--- config.mk ---
export PLATFORM = sky130hd
export DESIGN_NAME = wake_input_ctrl
export DESIGN_NICKNAME = d
export VERILOG_FILES = /design/src/rtl/wic_pkg.sv /design/src/rtl/wic_datapath.sv /design/src/rtl/wic_ctrl.sv /design/src/rtl/wake_input_ctrl.sv
export SDC_FILE = /design/constraint.sdc
export NUM_CORES = 1
export LEC_CHECK = 0
export ABC_AREA = 0
export BUFFER_PORTS_ARGS = -buffer_cell sky130_fd_sc_hd__buf_2
export CORE_MARGIN = 1.5
export CORE_UTILIZATION = 45
export DETAILED_ROUTE_END_ITERATION = 6
export GPL_ROUTABILITY_DRIVEN = 0
export MAX_ROUTING_LAYER = met4
export PLACE_DENSITY = 0.71
export SLEW_MARGIN = 20
export SYNTH_ARGS = -nofsm -noshare
export SYNTH_HDL_FRONTEND = slang
export SYNTH_SLANG_ARGS = --single-unit
--- constraint.sdc ---
create_clock -name clk -period 1.5 [get_ports clk]
set_clock_uncertainty 0.1 [all_clocks]
set_input_delay 0.3 -clock clk [delete_from_list [all_inputs] [get_ports clk]]
set_output_delay 0.3 -clock clk [all_outputs]
set_load 0.05 [all_outputs]
--- src/rtl/wic_pkg.sv ---
package wic_pkg;
  typedef enum logic [1:0] {
    SENS_OFF  = 2'b00,
    SENS_HIGH = 2'b01,
    SENS_LOW  = 2'b10,
    SENS_BOTH = 2'b11
  } sens_e;

  typedef enum logic [1:0] {
    MODE_NORMAL  = 2'b00,
    MODE_STANDBY = 2'b01,
    MODE_SLEEP   = 2'b10,
    MODE_STOP    = 2'b11
  } pwrMode_e;

  // strobes from control to datapath
  typedef struct packed {
    logic cfgWr;
    logic clrFlags;
    logic viewLatched;
  } wicStrobe_t;
endpackage

--- src/rtl/wic_datapath.sv ---
module wic_datapath
  import wic_pkg::*;
#(
  parameter int NUM_IN   = 4,
  parameter int GRP_SIZE = 2,
  parameter int CFG_W    = 2,
  localparam int NUM_GRP = NUM_IN / GRP_SIZE,
  localparam int WORD_W  = NUM_GRP * CFG_W
) (
  input  logic              clk,
  input  logic              rstN,
  input  wicStrobe_t        strb,
  input  logic [WORD_W-1:0] wrData,
  input  logic              lowPower,
  input  logic [NUM_IN-1:0] pinIn,
  output logic [NUM_IN-1:0] rdData,
  output logic [NUM_IN-1:0] flags,
  output logic [WORD_W-1:0] cfgWord,
  output logic              anyHit
);
  logic [NUM_IN-1:0] syncA, syncB, prevB;
  logic [NUM_IN-1:0] hit, liveMask;
  logic [WORD_W-1:0] cfgQ;
  logic [NUM_IN-1:0] flagsQ;

  // two-flop synchronizer plus one history stage for change detection
  always_ff @(posedge clk or negedge rstN) begin
    if (!rstN) begin
      syncA <= '0;
      syncB <= '0;
      prevB <= '0;
    end else begin
      syncA <= pinIn;
      syncB <= syncA;
      prevB <= syncB;
    end
  end

  always_ff @(posedge clk or negedge rstN) begin
    if (!rstN)           cfgQ <= '0;
    else if (strb.cfgWr) cfgQ <= wrData;
  end

  for (genvar i = 0; i < NUM_IN; i++) begin : g_pin
    localparam int GI = i / GRP_SIZE;
    sens_e sens;
    assign sens = sens_e'(cfgQ[GI*CFG_W +: CFG_W]);
    assign liveMask[i] = (sens != SENS_OFF);
    always_comb begin
      unique case (sens)
        SENS_HIGH: hit[i] = lowPower & syncB[i];
        SENS_LOW:  hit[i] = lowPower & ~syncB[i];
        SENS_BOTH: hit[i] = lowPower & (syncB[i] ^ prevB[i]);
        default:   hit[i] = 1'b0;
      endcase
    end
  end

  always_ff @(posedge clk or negedge rstN) begin
    if (!rstN) flagsQ <= '0;
    else       flagsQ <= (strb.clrFlags ? '0 : flagsQ) | hit;
  end

  assign rdData  = strb.viewLatched ? flagsQ : (syncB & liveMask);
  assign flags   = flagsQ;
  assign cfgWord = cfgQ;
  assign anyHit  = |hit;
endmodule

--- src/rtl/wic_ctrl.sv ---
module wic_ctrl
  import wic_pkg::*;
(
  input  logic       clk,
  input  logic       rstN,
  input  logic       cfgWrEn,
  input  logic       rdEn,
  input  logic       wdTimeout,
  input  logic       lowPower,
  input  logic       anyHit,
  input  logic       anyFlag,
  output wicStrobe_t strb,
  output logic       wakeReq
);
  logic viewQ, wakeQ;

  // flag view holds from a wake until the first read; a new wake re-arms it
  always_ff @(posedge clk or negedge rstN) begin
    if (!rstN) begin
      viewQ <= 1'b0;
      wakeQ <= 1'b0;
    end else begin
      viewQ <= (viewQ & ~rdEn) | anyHit;
      wakeQ <= lowPower & (wakeQ | anyFlag);
    end
  end

  always_comb begin
    strb.cfgWr       = cfgWrEn;
    strb.clrFlags    = viewQ & (rdEn | wdTimeout);
    strb.viewLatched = viewQ;
  end

  assign wakeReq = wakeQ;
endmodule

--- src/rtl/wake_input_ctrl.sv ---
module wake_input_ctrl
  import wic_pkg::*;
#(
  parameter int NUM_IN   = 4,
  parameter int GRP_SIZE = 2,
  localparam int CFG_W   = 2,
  localparam int WORD_W  = (NUM_IN / GRP_SIZE) * CFG_W
) (
  input  logic              clk,
  input  logic              rstN,
  input  logic [1:0]        pwrMode,
  input  logic              cfgWrEn,
  input  logic [WORD_W-1:0] cfgWrData,
  input  logic              rdEn,
  output logic [NUM_IN-1:0] rdData,
  input  logic              wdTimeout,
  input  logic [NUM_IN-1:0] wakeIn,
  output logic              wakeReq
);
  wicStrobe_t        strbW;
  logic [NUM_IN-1:0] flagsW;
  logic [WORD_W-1:0] cfgW;
  logic              anyHitW;
  logic              lowPowerW;
  logic              viewLatchedW;

  assign lowPowerW    = (pwrMode == MODE_SLEEP) || (pwrMode == MODE_STOP);
  assign viewLatchedW = strbW.viewLatched;

  wic_ctrl ctrl_i (
    .clk(clk), .rstN(rstN), .cfgWrEn(cfgWrEn), .rdEn(rdEn),
    .wdTimeout(wdTimeout), .lowPower(lowPowerW), .anyHit(anyHitW),
    .anyFlag(|flagsW), .strb(strbW), .wakeReq(wakeReq)
  );

  wic_datapath #(.NUM_IN(NUM_IN), .GRP_SIZE(GRP_SIZE), .CFG_W(CFG_W)) dp_i (
    .clk(clk), .rstN(rstN), .strb(strbW), .wrData(cfgWrData),
    .lowPower(lowPowerW), .pinIn(wakeIn), .rdData(rdData),
    .flags(flagsW), .cfgWord(cfgW), .anyHit(anyHitW)
  );
endmodule

==> run_results.csv <==
group,metric,value,unit
worst_setup_path,rrSetupSlack,-150,ps
yosys,synth_cell_types,17,
cts,path_clk_slew,120,ps
worst_setup_path,startpoint,"dp_i.cfgWord[3]$_DFFE_PN0P_",
detailed_routing,drt-vias-per-instance,5.03,
final_layout,ff_latch_area,553,µm²
worst_setup_path,r2r-start,"dp_i.cfgWord[3]$_DFFE_PN0P_",
worst_setup_path,end_kind,"register",
die,die_w,46.1,µm
yosys,synth_area_leaders,"dfrtp_1, o21ai_0, mux2_2",
place,place_area,967,µm²
timing,worst_slew_pin_slew,465,ps
global_routing,antenna_found_initial,0,
cts,cts.sinks,22,
global_routing,grt.total_usage,16.9,%
yosys,netlist_area,835,µm²
timing,timing.final.crit_share,110,%
die,die_y,46.1,µm
worst_setup_path,cp_cell_sequence,"buf_4 -> nor2b_1 -> a32oi_1 -> a21oi_1 -> or4_1",
die,core,1730,µm²
power_and_ir_drop,power_density,1300,nW/µm²
cts,clk_latency,300,ps
timing,relSlewSlack,69.0,%
power_and_ir_drop,leakage,0.000531,µW
place,port_buffers,18,
worst_setup_path,r2r_cells,5,
cts,htreeDepth,1,
run_status,status,"complete, but fails checks",
timing,setup_viol,5,
final_layout,syn2layout_area_growth,37.3,%
global_routing,grt_pass1_vias,588,
detailed_routing,ant_nets,0,
run_status,violations,"setup timing",
worst_setup_path,startpoint_type,"register",
final_layout,num-fill-cells,139,
power_and_ir_drop,ir_drop,0.000827,V
die,rows,15,
worst_setup_path,cp_top_family,"simple AND/OR/NAND/NOR gates",
timing,rsz0062_at_grt,"true",
die,ioPinCount,20,
worst_setup_path,worstPathRequired,1590,ps
place,placedCellCount,115,
detailed_routing,drt_first_pass_iters,4,
timing,fin_ws,-153,ps
global_routing,grt-ovfl-total,0,
timing,tns,-628,ps
worst_setup_path,crit_type,"register to register",
worst_setup_path,worstPathArrival,1740,ps
final_layout,design_area,1150,µm²
detailed_routing,dr_total_vias,644,
final_layout,fin_nets,119,
yosys,syn_avg_cell_area,11.8,µm²
global_routing,grt_max_degree,23,
timing,drv_slew,0,
cts,cts_buffers,3,
worst_setup_path,endpoint,"ctrl_i.viewQ$_DFF_PN0_",
yosys,synth_top_area_share,66.0,%
global_routing,grt_first_pass_wirelength,2.42,mm
final_layout,fin_cells,128,
worst_setup_path,critPathMaxFanout,3,
worst_setup_path,worstReg2RegEnd,"ctrl_i.viewQ$_DFF_PN0_",
yosys,syn-num-nets,86,
final_layout,drive_above_1_share,36.9,%
worst_setup_path,max_stage_delay,460,ps
place,pre_cts_ws,-50.4,ps
worst_setup_path,critPathSlowestCell,"or4_1",
worst_setup_path,worst-path-buf-inv,1,
timing,min_period,1650,ps
cts,cts-root-buf,"clkbuf_4",
final_layout,multiInputGateArea,295,µm²
yosys,synth_cells,71,
timing,fin_hold_ws,121,ps
yosys,ys_warn_count,0,
timing,max_freq,605,MHz
detailed_routing,drc_errors,0,
place,dp_hpwl,1.06,mm
worst_hold_path,hold_path_class,"primary input to register",
run,max-cap-violations,0,
worst_setup_path,path_depth,5,
cts,cts_tree,"built",
yosys,ys_seq_area_share,66.0,%
yosys,yosys_register_bits,22,
die,die-area,2120,µm²
detailed_routing,wl_per_cell,12.3,µm
yosys,synth_area_leader_cell,"dfrtp_1",
detailed_routing,drt-total-wl,1.57,mm
detailed_routing,drt_iter0_drc,6,
final_layout,n_antenna_cell,0,
die,initial_core_util,48.3,%
cts,clockBufferDepth,2,
timing,hold_viol_final,0,
layout by cell type, fill, tap and decap left out, drive strengths merged:
| cell | count |
|---|---|
| bufinv | 1 |
| dfrtp | 22 |
| buf | 24 |
| a21o | 2 |
| nand3b | 2 |
| or4 | 1 |
| inv | 1 |
| and2b | 1 |
| clkbuf | 3 |
| nand3 | 2 |
| nand2 | 10 |
| dlygate4sd3 | 5 |
| nor2b | 2 |
| nor2 | 1 |
| a21oi | 4 |
| o21ai | 11 |
| nor3 | 1 |
| nand2b | 4 |
| mux2 | 4 |
| a32oi | 2 |
area by class of cell:
cell class,count,area share [%]
flip-flops and latches,22,48.3
clock buffers,3,1.97
well taps,25,2.73
inverters,1,0.328
multi-input cells,47,25.8
repair buffers,29,18.3
clock inverters,1,2.62
per-stage QoR:
stage	util, %	power, µW
after floorplan	-	895
after global placement	56.0	977
after detailed placement	56.0	986
after CTS	65.7	1490
after global routing	66.4	1550
final	66.4	1490
per-layer routing:
metal  global-route usage [%]  up-vias  share of wire [%]
met4                     9.14        0                1.5
li1                         -      313                  -
met3                     2.75        4                3.0
met5                        -        -                  0
met2                     26.1       18                 50
met1                     21.1      309                 45
cells in the mapped netlist:
cell type  count
mux2_2         4
inv_1          1
nand2b_1       4
nand2_1       10
o21ai_0       11
nor2b_1        2
nor2_1         1
a21o_1         2
nand3_1        2
or4_1          1
nor3_1         1
and2b_1        1
a21oi_1        4
clkbuf_1       1
a32oi_1        2
nand3b_1       2
dfrtp_1       22
worst register-to-register path, stage by stage, from the launching register on:
cell	delay, ps
dfrtp_1	420
buf_4	150
nor2b_1	120
a32oi_1	190
a21oi_1	100
or4_1	460
logic make-up after synthesis:
logic type | share of synthesized area (%)
compound gates | 12.9
buf+inv | 0.899
flops | 66.0
mux | 5.40
simple gates | 14.8
state kept, by name, summed over array words and instances, names as in the netlist:
| signal | cells |
|---|---|
| dp_i.syncA | 4 |
| dp_i.flags | 4 |
| dp_i.syncB | 4 |
| ctrl_i.wakeReq | 1 |
| dp_i.prevB | 4 |
| ctrl_i.viewQ | 1 |
| dp_i.cfgWord | 4 |
worst min-delay path by stage:
stage            startpoint                          end  slack [ps]  depth (start not counted)
2_1_floorplan          rstN       ctrl_i.viewQ$_DFF_PN0_        -100                          0
3_3_place_gp           rstN     ctrl_i.wakeReq$_DFF_PN0_         180                          1
3_5_place_dp           rstN     ctrl_i.wakeReq$_DFF_PN0_         180                          1
4_1_cts        cfgWrData[1]  dp_i.cfgWord[1]$_DFFE_PN0P_         110                          2
5_1_grt        cfgWrData[2]  dp_i.cfgWord[2]$_DFFE_PN0P_         110                          2
6_report       cfgWrData[1]  dp_i.cfgWord[1]$_DFFE_PN0P_         120                          2
where the power goes:
group / switching, µW / leakage [µW] / total [µW] / internal (µW)
registers: 55.3 / 0.000258 / 704 / 649
logic: 195 / 0.000245 / 340 / 145
clock network: 174 / 0.0000279 / 444 / 270
total: 424 / 0.000531 / 1490 / 1060
repair_timing:
item / in CTS / in global routing
pin swaps: 3 / 3
resized for setup: 17 / 1
endpoints found under the hold margin: 26 / 0
endpoints found under the setup margin: 5 / 5
hold buffers: 5 / 0
buffers inserted: 3 / 1
No activity file was read; power rests on OpenSTA's default activity.
